## src/rtl/intack_pkg.sv

```systemverilog
package intack_pkg;
   typedef enum logic [2:0] {
      ST_IDLE  = 3'd0,
      ST_C1_T1 = 3'd1,
      ST_C1_T2 = 3'd2,
      ST_GAP   = 3'd3,
      ST_C2_T1 = 3'd4,
      ST_C2_T2 = 3'd5
   } ack_state_e;

   function automatic logic in_first(input ack_state_e s);
      return (s == ST_C1_T1) || (s == ST_C1_T2);
   endfunction

   function automatic logic in_second(input ack_state_e s);
      return (s == ST_C2_T1) || (s == ST_C2_T2);
   endfunction

   function automatic logic is_t1(input ack_state_e s);
      return (s == ST_C1_T1) || (s == ST_C2_T1);
   endfunction
endpackage

```

## src/rtl/intack_fsm.sv

```systemverilog
module intack_fsm
   import intack_pkg::*;
#(
   parameter int GAP_CYCLES = 1
) (
   input  logic       clk,
   input  logic       rst_n,
   input  logic       irq_req_i,
   input  logic       ien_i,
   input  logic       hold_req_i,
   input  logic       ready_n_i,
   output ack_state_e state_o,
   output logic       load_cas_o,
   output logic       vec_take_o,
   output logic       hold_ack_o
);
   localparam int GW = $clog2(GAP_CYCLES + 1);
   localparam logic [GW-1:0] GAP_LAST = GW'(GAP_CYCLES - 1);

   ack_state_e      state_q, state_d;
   logic [GW-1:0]   gap_cnt_q;
   logic            start;

   assign start = (state_q == ST_IDLE) && !hold_req_i && !hold_ack_o
                  && irq_req_i && ien_i;

   always_comb begin
      state_d = state_q;
      unique case (state_q)
         ST_IDLE:  if (start) state_d = ST_C1_T1;
         ST_C1_T1: state_d = ST_C1_T2;
         ST_C1_T2: if (!ready_n_i) state_d = ST_GAP;
         ST_GAP:   if (gap_cnt_q == GAP_LAST) state_d = ST_C2_T1;
         ST_C2_T1: state_d = ST_C2_T2;
         ST_C2_T2: if (!ready_n_i) state_d = ST_IDLE;
         default:  state_d = ST_IDLE;
      endcase
   end

   always_ff @(posedge clk or negedge rst_n) begin
      if (!rst_n) begin
         state_q    <= ST_IDLE;
         gap_cnt_q  <= '0;
         hold_ack_o <= 1'b0;
      end else begin
         state_q    <= state_d;
         gap_cnt_q  <= (state_q == ST_GAP) ? gap_cnt_q + 1'b1 : '0;
         hold_ack_o <= (state_q == ST_IDLE) && hold_req_i;
      end
   end

   assign state_o    = state_q;
   assign load_cas_o = is_t1(state_d) && (state_d != state_q);
   assign vec_take_o = (state_q == ST_C2_T2) && !ready_n_i;

   p_gate_r1: assert property (@(posedge clk) disable iff (!rst_n)
      (state_q == ST_IDLE && !(irq_req_i && ien_i)) |=> (state_q == ST_IDLE));
   p_t1_single_r2: assert property (@(posedge clk) disable iff (!rst_n)
      (state_q == ST_C1_T1) |=> (state_q == ST_C1_T2));
   p_grant_idle_r5: assert property (@(posedge clk) disable iff (!rst_n)
      hold_ack_o |-> (state_q == ST_IDLE));
   p_gap_follows_r12: assert property (@(posedge clk) disable iff (!rst_n)
      (state_q == ST_C1_T2 && !ready_n_i) |=> (state_q == ST_GAP));
   p_pair_kept_r11: assert property (@(posedge clk) disable iff (!rst_n)
      (state_q == ST_GAP && gap_cnt_q == GAP_LAST) |=> (state_q == ST_C2_T1));
endmodule

```

## src/rtl/intack_addr.sv

```systemverilog
module intack_addr
   import intack_pkg::*;
#(
   parameter int ADDR_W      = 26,
   parameter int CAS_W       = 3,
   parameter int CAS_LSB     = 16,
   parameter bit CAS_SUPPORT = 1'b1
) (
   input  logic              clk,
   input  logic              rst_n,
   input  ack_state_e        state_i,
   input  logic              load_cas_i,
   input  logic              cas_en_i,
   input  logic [CAS_W-1:0]  cas_sel_i,
   output logic              strobe_n_o,
   output logic              mio_n_o,
   output logic              dc_n_o,
   output logic              wr_n_o,
   output logic              lock_n_o,
   output logic              bhe_n_o,
   output logic              ble_n_o,
   output logic [ADDR_W-1:0] addr_o
);
   localparam logic [ADDR_W-1:0] FIRST_ADDR = ADDR_W'(4);

   logic              c1, c2, active;
   logic [CAS_W-1:0]  cas_q;

   assign c1     = in_first(state_i);
   assign c2     = in_second(state_i);
   assign active = c1 || c2;

   generate
      if (CAS_SUPPORT) begin : g_cas
         always_ff @(posedge clk or negedge rst_n) begin
            if (!rst_n)          cas_q <= '0;
            else if (load_cas_i) cas_q <= cas_en_i ? cas_sel_i : '0;
         end
      end else begin : g_nocas
         logic unused_cas;
         assign unused_cas = load_cas_i ^ cas_en_i ^ (^cas_sel_i) ^ clk ^ rst_n;
         assign cas_q = '0;
      end
   endgenerate

   always_comb begin
      addr_o = '0;
      if (c1) addr_o = FIRST_ADDR;
      if (active) addr_o[CAS_LSB +: CAS_W] = cas_q;
   end

   assign strobe_n_o = !is_t1(state_i);
   assign mio_n_o    = !active;
   assign dc_n_o     = !active;
   assign wr_n_o     = !active;
   assign lock_n_o   = (state_i == ST_IDLE);
   assign bhe_n_o    = 1'b1;
   assign ble_n_o    = !active;

   p_cas_off_r8: assert property (@(posedge clk) disable iff (!rst_n)
      (load_cas_i && !cas_en_i) |=> (addr_o[CAS_LSB +: CAS_W] == '0));
   p_gap_clear_r9: assert property (@(posedge clk) disable iff (!rst_n)
      (state_i == ST_GAP) |-> (addr_o == '0 && strobe_n_o));
endmodule

```

## src/rtl/intack_vec.sv

```systemverilog
module intack_vec #(
   parameter int DATA_W = 16,
   parameter int VEC_W  = 8
) (
   input  logic              clk,
   input  logic              rst_n,
   input  logic              take_i,
   input  logic [DATA_W-1:0] data_i,
   output logic [VEC_W-1:0]  vec_o,
   output logic              vec_valid_o
);
   generate
      if (DATA_W > VEC_W) begin : g_spare
         logic unused_hi;
         assign unused_hi = ^data_i[DATA_W-1:VEC_W];
      end
   endgenerate

   always_ff @(posedge clk or negedge rst_n) begin
      if (!rst_n) begin
         vec_o       <= '0;
         vec_valid_o <= 1'b0;
      end else begin
         vec_valid_o <= take_i;
         if (take_i) vec_o <= data_i[VEC_W-1:0];
      end
   end

   p_vec_pulse_r10: assert property (@(posedge clk) disable iff (!rst_n)
      vec_valid_o |=> !vec_valid_o);
   p_vec_hold_r10: assert property (@(posedge clk) disable iff (!rst_n)
      !take_i |=> $stable(vec_o));
endmodule

```

## src/rtl/intack_seq.sv

```systemverilog
module intack_seq
   import intack_pkg::*;
#(
   parameter int ADDR_W      = 26,
   parameter int DATA_W      = 16,
   parameter int VEC_W       = 8,
   parameter int CAS_W       = 3,
   parameter int CAS_LSB     = 16,
   parameter int GAP_CYCLES  = 1,
   parameter bit CAS_SUPPORT = 1'b1
) (
   input  logic              clk,
   input  logic              rst_n,
   input  logic              irq_req_i,
   input  logic              ien_i,
   input  logic              hold_req_i,
   input  logic              ready_n_i,
   input  logic              next_addr_n_i,
   input  logic              cas_en_i,
   input  logic [CAS_W-1:0]  cas_sel_i,
   input  logic [DATA_W-1:0] data_i,
   output logic              strobe_n_o,
   output logic              mio_n_o,
   output logic              dc_n_o,
   output logic              wr_n_o,
   output logic              refresh_n_o,
   output logic              lock_n_o,
   output logic              bhe_n_o,
   output logic              ble_n_o,
   output logic [ADDR_W-1:0] addr_o,
   output logic              hold_ack_o,
   output logic [VEC_W-1:0]  vec_o,
   output logic              vec_valid_o
);
   generate
      if (CAS_LSB < 3 || CAS_LSB + CAS_W > ADDR_W) begin : g_bad_cas
         $error("cascade field must lie above bit 2 and inside the address");
      end
      if (VEC_W > DATA_W || VEC_W < 1) begin : g_bad_vec
         $error("vector width must fit the data bus");
      end
      if (GAP_CYCLES < 1) begin : g_bad_gap
         $error("at least one idle clock is needed between the cycles");
      end
   endgenerate

   ack_state_e state;
   logic       load_cas, vec_take;
   logic       unused_na;

   assign unused_na   = next_addr_n_i;
   assign refresh_n_o = 1'b1;

   intack_fsm #(.GAP_CYCLES(GAP_CYCLES)) fsm_i (
      .clk(clk), .rst_n(rst_n), .irq_req_i(irq_req_i), .ien_i(ien_i),
      .hold_req_i(hold_req_i), .ready_n_i(ready_n_i), .state_o(state),
      .load_cas_o(load_cas), .vec_take_o(vec_take), .hold_ack_o(hold_ack_o)
   );

   intack_addr #(
      .ADDR_W(ADDR_W), .CAS_W(CAS_W), .CAS_LSB(CAS_LSB), .CAS_SUPPORT(CAS_SUPPORT)
   ) addr_i (
      .clk(clk), .rst_n(rst_n), .state_i(state), .load_cas_i(load_cas),
      .cas_en_i(cas_en_i), .cas_sel_i(cas_sel_i), .strobe_n_o(strobe_n_o),
      .mio_n_o(mio_n_o), .dc_n_o(dc_n_o), .wr_n_o(wr_n_o), .lock_n_o(lock_n_o),
      .bhe_n_o(bhe_n_o), .ble_n_o(ble_n_o), .addr_o(addr_o)
   );

   intack_vec #(.DATA_W(DATA_W), .VEC_W(VEC_W)) vec_i (
      .clk(clk), .rst_n(rst_n), .take_i(vec_take), .data_i(data_i),
      .vec_o(vec_o), .vec_valid_o(vec_valid_o)
   );

   p_status_code_r3: assert property (@(posedge clk) disable iff (!rst_n)
      !strobe_n_o |-> (!mio_n_o && !dc_n_o && !wr_n_o && refresh_n_o));
   p_lock_cover_r4: assert property (@(posedge clk) disable iff (!rst_n)
      !ble_n_o |-> !lock_n_o);
   p_no_grant_locked_r5: assert property (@(posedge clk) disable iff (!rst_n)
      hold_ack_o |-> lock_n_o);
   p_bytes_r7: assert property (@(posedge clk) disable iff (!rst_n)
      !strobe_n_o |-> (bhe_n_o && !ble_n_o));
endmodule

```

## config.mk

```make
export PLATFORM = sky130hd
export DESIGN_NAME = intack_seq
export DESIGN_NICKNAME = d
export VERILOG_FILES = /design/src/rtl/intack_pkg.sv /design/src/rtl/intack_fsm.sv /design/src/rtl/intack_addr.sv /design/src/rtl/intack_vec.sv /design/src/rtl/intack_seq.sv
export SDC_FILE = /design/constraint.sdc
export NUM_CORES = 1
export LEC_CHECK = 0
export ABC_AREA = 1
export BUFFER_PORTS_ARGS = -buffer_cell sky130_fd_sc_hd__buf_2
export CAP_MARGIN = 25
export CORE_ASPECT_RATIO = 0.9
export CORE_MARGIN = 5
export CORE_UTILIZATION = 35
export DETAILED_ROUTE_END_ITERATION = 6
export MAX_ROUTING_LAYER = met4
export PLACE_DENSITY_LB_ADDON = 0.3
export REMOVE_ABC_BUFFERS = 1
export SLEW_MARGIN = 0
export SYNTH_ARGS = -nofsm -noshare
export SYNTH_HDL_FRONTEND = slang
export SYNTH_SLANG_ARGS = --single-unit
```

## constraint.sdc

```tcl
create_clock -name clk -period 1 [get_ports clk]
set_input_delay 0.15 -clock clk [delete_from_list [all_inputs] [get_ports clk]]
set_output_delay 0.15 -clock clk [all_outputs]
set_load 0.03 [all_outputs]
```

Yosys cells after proc, flatten, opt, wreduce, memory -nomap -nowiden
Cells that the tools add are included.

Register bits: 17. Latch bits: 0. Memory bits (writable): 0. Bits in read-only memories: 0. Input port bits: 27. Output and inout bits: 44. Word-level logic and storage cells: 42. Memories kept: 0.

$add $sub $neg: 1. $mul: 0. Divide/modulo/power cells: 0. $lt $le $gt $ge: 0. Equality and inequality tests: 8. Shifts and indexed selects: 0. Multiplexer cells: 9. Bitwise logic cells: 0. Reduce and logical (&&, ||, !) cells: 18.

Operators with widths (count): $mux W3 (7); $pmux W3 S6 (1); $eq A3 B3 Y1 const B (3); $logic_and A1 B1 Y1 (7); $eq A3 B1 Y1 const B (2); $eq A3 B2 Y1 const B (2); $logic_not A1 Y1 (5); $logic_or A1 B1 Y1 (5); $logic_not A3 Y1 (1); $ne A3 B3 Y1 (1); $add A1 B1 Y1 const B (1); $mux W1 (1).

Logic depth before layout (Yosys ltp)
Depth in word-level cells: 10. Depth in mapped cells: 7. Depth with buffers taken out: 7.

By module
A second synthesis with hierarchy kept.

Cell total of the unflattened synthesis: 131. Area total of the unflattened synthesis: 1004.7 um^2.

Modules (own cells, without submodules): intack_addr (times used 1, cells each 60, area an instance 417.9 um^2, sequential area each 75.1 um^2); intack_vec (times used 1, cells each 35, area an instance 330.3 um^2, sequential area each 225.2 um^2); intack_fsm (times used 1, cells each 34, area an instance 245.2 um^2, sequential area each 125.1 um^2); intack_seq (times used 1, cells each 2, area an instance 11.3 um^2, sequential area each 0.0 um^2).

Least setup slack after synthesis
Ideal clock, no wire load.

Kind: register to output. From: register fsm_i.state_q[2], in the netlist fsm_i.state_o[2]. To: output port dc_n_o. Arrival: 1.201 ns. Required time: 0.850 ns. Slack: -0.351 ns. Stages on the path, launching flop included: 6. Buffers on the path: 1. Cell sequence: dfrtp_1 inv_2 nand3_1 nand3_1 inv_1 buf_4.

Cells in the longest elaborated chain, start to end: 4. Elaborated cells on any way between the ends: 8. Those cells by class: eq/ne: 4; reduce/logical: 4.

Ends and longest elaborated chain: start: declaration (line intack_fsm.sv:20) `ack_state_e state_q, state_d;`; start signal: assignment (line intack_fsm.sv:46) `state_q <= state_d;`; $eq A3 B1 Y1, or another cell as far along (line intack_pkg.sv:12) `return (s == ST_C1_T1) || (s == ST_C1_T2);`; $logic_or A1 B1 Y1, on equally long branches (line intack_pkg.sv:12, intack_pkg.sv:16); $logic_or A1 B1 Y1 * (line intack_addr.sv:31) `assign active = c1 || c2;`; $logic_not A1 Y1 *; end: declaration (line intack_seq.sv:24) `output logic dc_n_o,`.

Every way passes the cells marked *; elsewhere a longest branch is shown, timed or not.

Final worst setup path
From: register fsm_i.state_q[1], in the netlist fsm_i.state_o[1]. To: output port strobe_n_o.

Cells in the longest elaborated chain, start to end: 3. Elaborated cells on any way between the ends: 4. Those cells by class: eq/ne: 2; reduce/logical: 2.

Ends and longest elaborated chain: $eq A3 B1 Y1 or $eq A3 B3 Y1 (tied branches) (line intack_pkg.sv:20) `return (s == ST_C1_T1) || (s == ST_C2_T1);`; $logic_or A1 B1 Y1 * (line intack_pkg.sv:20); $logic_not A1 Y1 * (line intack_addr.sv:52) `assign strobe_n_o = !is_t1(state_i);`; end: declaration (line intack_seq.sv:22) `output logic strobe_n_o,`.

Marks and branches as above.

==> results.json <==
{
  "drt_first_pass_iters": 4,
  "synth-async-reset-ratio_pct": 100.0,
  "number_of_clock_sinks": 17,
  "finalCritPeriodShare_pct": 143.0,
  "timing.critical_path.arrival_ps": 1280,
  "total_leakage_power_uw": 0.0008510,
  "finalMaxSlewViolations": 0,
  "area_fraction_in_compound_gates_after_synthesis_pct": 1.515,
  "synth-simple-area-share_pct": 27.02,
  "rsz_0062_raised_after_global_routing": "true",
  "syn_to_final_growth_pct": 45.20,
  "grt_pass1_vias": 812,
  "violations_in_the_final_reports": "setup timing",
  "tritoncts": "built",
  "post_synth_xor_area_fraction_pct": 0,
  "timing.final.crit_period_ps": 1430,
  "share_of_post_route_cells_with_drive_strength_above_1_pct": 44.94,
  "main_area_contributors_after_synthesis": "dfrtp_1 43%, buf_4 21%, nand2_1 17%, inv_1 4.5%, nand3_1 4.0%",
  "die_y_um": 60.48,
  "grt_first_pass_wirelength_um": 3318,
  "layout.filler_cells": 255,
  "synth.top_cells.by_count": "44 x nand2_1, 28 x buf_4, 17 x dfrtp_1",
  "grt_usage_pct": 11.22,
  "ys_seq_elements": 17,
  "crit_type": "reg -> out",
  "antennaDiodeCount": 0,
  "vdd_ir_drop_max_v": 0.001367,
  "detailedPlace.worstSlack_ps": -203.5,
  "floorplan.rows": 18,
  "critical_path_peak_fanout": 5,
  "route.detailed.vias_per_inst": 4.018,
  "drt-total-wl_um": 2284,
  "netlist_instances": 128,
  "cts.root.buffer_cell": "clkbuf_4",
  "yosysTopAreaCell": "dfrtp_1",
  "drv.max_cap_violation_count": 0,
  "drt.antenna.violating_nets": 0,
  "synthDominantCellAreaShare_pct": 42.93,
  "post_synth_adder_cell_area_pct": 0,
  "floorplan.die.width_um": 66.09,
  "first_iter_violations": 14,
  "clk_pin_slew_ps": 90,
  "synth.cell_area_um2": 991.0,
  "pwr_dens_nw_per_um2": 3474,
  "synth.area.mux_share_pct": 0,
  "routedWlPerCell_um": 10.48,
  "post_synth_num_cell_types": 17,
  "crit_path_launch_type": "flop",
  "remaining_drc_errors": 0,
  "grt_start_max_net_pins": 18,
  "hold_path_class": "in -> reg",
  "htreeDepth": 1,
  "place.gp.congestion": 0.8225,
  "synth-warning-count": 0,
  "cts_buffers": 3,
  "grt-ovfl-total": 0,
  "initial_core_utilization_pct": 36.36,
  "crit_required_ps": 850,
  "detailed_place_hpwl_um": 1588,
  "synth_edf_count": 0,
  "main_combinational_cell_family_by_area_after_synthesis": "buffers and inverters",
  "number_of_i_o_pins": 71,
  "worst_skew_pair.late_latency_ps": 280,
  "synthesized_area_per_cell_um2": 7.742,
  "num_vias": 876,
  "placement.io_buffers": 37,
  "final_hold_viol_count": 0,
  "die_area_um2": 3997,
  "synth.yosys.seq_area_share_pct": 42.93,
  "finalSetupViolCount": 26,
  "top_reg_cell_synth": "dfrtp_1",
  "achievable_freq_mhz": 699.4,
  "critical_path.endpoint_type": "primary output",
  "post-layout-total-power_uw": 4998,
  "finClkSkew_ps": 1.740,
  "floorplan.core_area_um2": 2725,
  "fin_nets": 206,
  "finalWorstSetupSlack_ps": -429.9,
  "antenna_violations_before_repair": 0,
  "yosys.cell_count.top_type": "nand2_1",
  "cts_buffer_depth": 2,
  "status": "complete, but fails checks"
}
## cells in the final DEF, fill, tap and decap left out, drive strengths merged
| master | count |
|---|---|
| buf | 49 |
| clkbuf | 4 |
| clkinv | 2 |
| conb | 24 |
| dfrtp | 17 |
| dlygate4sd3 | 1 |
| inv | 15 |
| nand2 | 47 |
| nand3 | 8 |
| nand4 | 1 |
| nor2 | 6 |
| nor3 | 1 |
| o211ai | 1 |
| o21a | 1 |
| or2 | 1 |
## layer usage
metal	vias to the layer above	GRT usage (%)	share of wire [%]
li1	438	-	-
met2	32	21.22	55
met4	0	6.087	1.5
met3	2	1.111	6.3
met5	-	-	0
met1	404	11.42	37
## power breakdown
part	internal, uW	switching [uW]
combinational	1470	1990
clock	155	199
sequential	969	217
total	2590	2410
## flip-flops by register name, summed over array words and instances (netlist names)
| name | flops |
|---|---|
| fsm_i.gap_cnt_q | 1 |
| fsm_i.hold_ack_o | 1 |
| fsm_i.state_o | 3 |
| vec_i.vec_o | 8 |
| addr_i.cas_q | 3 |
| vec_i.vec_valid_o | 1 |
## per-stage QoR
step           instances  hold WS, ps  instance area (um2)  setup TNS [ps]  util [%]
2_1_floorplan        122       -145.6                863.3           -4019         -
3_3_place_gp         205        87.39                 1144           -2328     41.97
3_5_place_dp         205        91.35                 1144           -2736     41.97
4_1_cts              215        51.49                 1369           -7863     50.23
5_1_grt              218        63.97                 1439           -8736     52.80
6_report             218        62.27                 1439           -6636     52.80
## area by class of cell
type	count	area, um2	area share, %
multi-input cells	90	446.7	31.04
flip-flops and latches	17	426.7	29.65
repair buffers	50	415.4	28.87
inverters	16	65.06	4.522
well taps	40	50.05	3.478
clock buffers	4	26.28	1.826
repair inverters	1	8.758	0.6087
## worst paths after layout
kind,startpoint,endpoint,slack (ps),cells past startpoint
max,fsm_i.state_o[1],strobe_n_o,-430,5
min,data_i[1],vec_i.vec_o[1],60,3
max reg2reg,fsm_i.state_o[2],addr_i.cas_q[0],-200,7
min reg2reg,vec_i.vec_o[6],vec_i.vec_o[6],520,2
max in group asynchronous,rst_n,fsm_i.state_o[0],380,2
min in group asynchronous,rst_n,fsm_i.hold_ack_o,320,2
## kinds of logic (layout without fill, tap and decap cells)
logic type | Yosys count | count (layout)
simple gates | 63 | 64
other cells | 2 | 24
compound gates | 2 | 2
flops | 17 | 17
buf+inv | 44 | 71
## critical path: stages (launching register included)
cell	delay, ps
dfrtp_1	420
inv_2	120
nand3_4	90
buf_6	130
o21a_1	100
buf_6	130
## repair_timing
action / CTS / global route
hold buffers: 1 / 0
buffers inserted: 4 / 4
pin swaps: 9 / 6
gates resized for setup: 48 / 16
endpoints found under the hold margin: 17 / 0
cloned: 2 / 0
setup endpoints to repair: 34 / 35
Power figures use the tool's default switching activity.
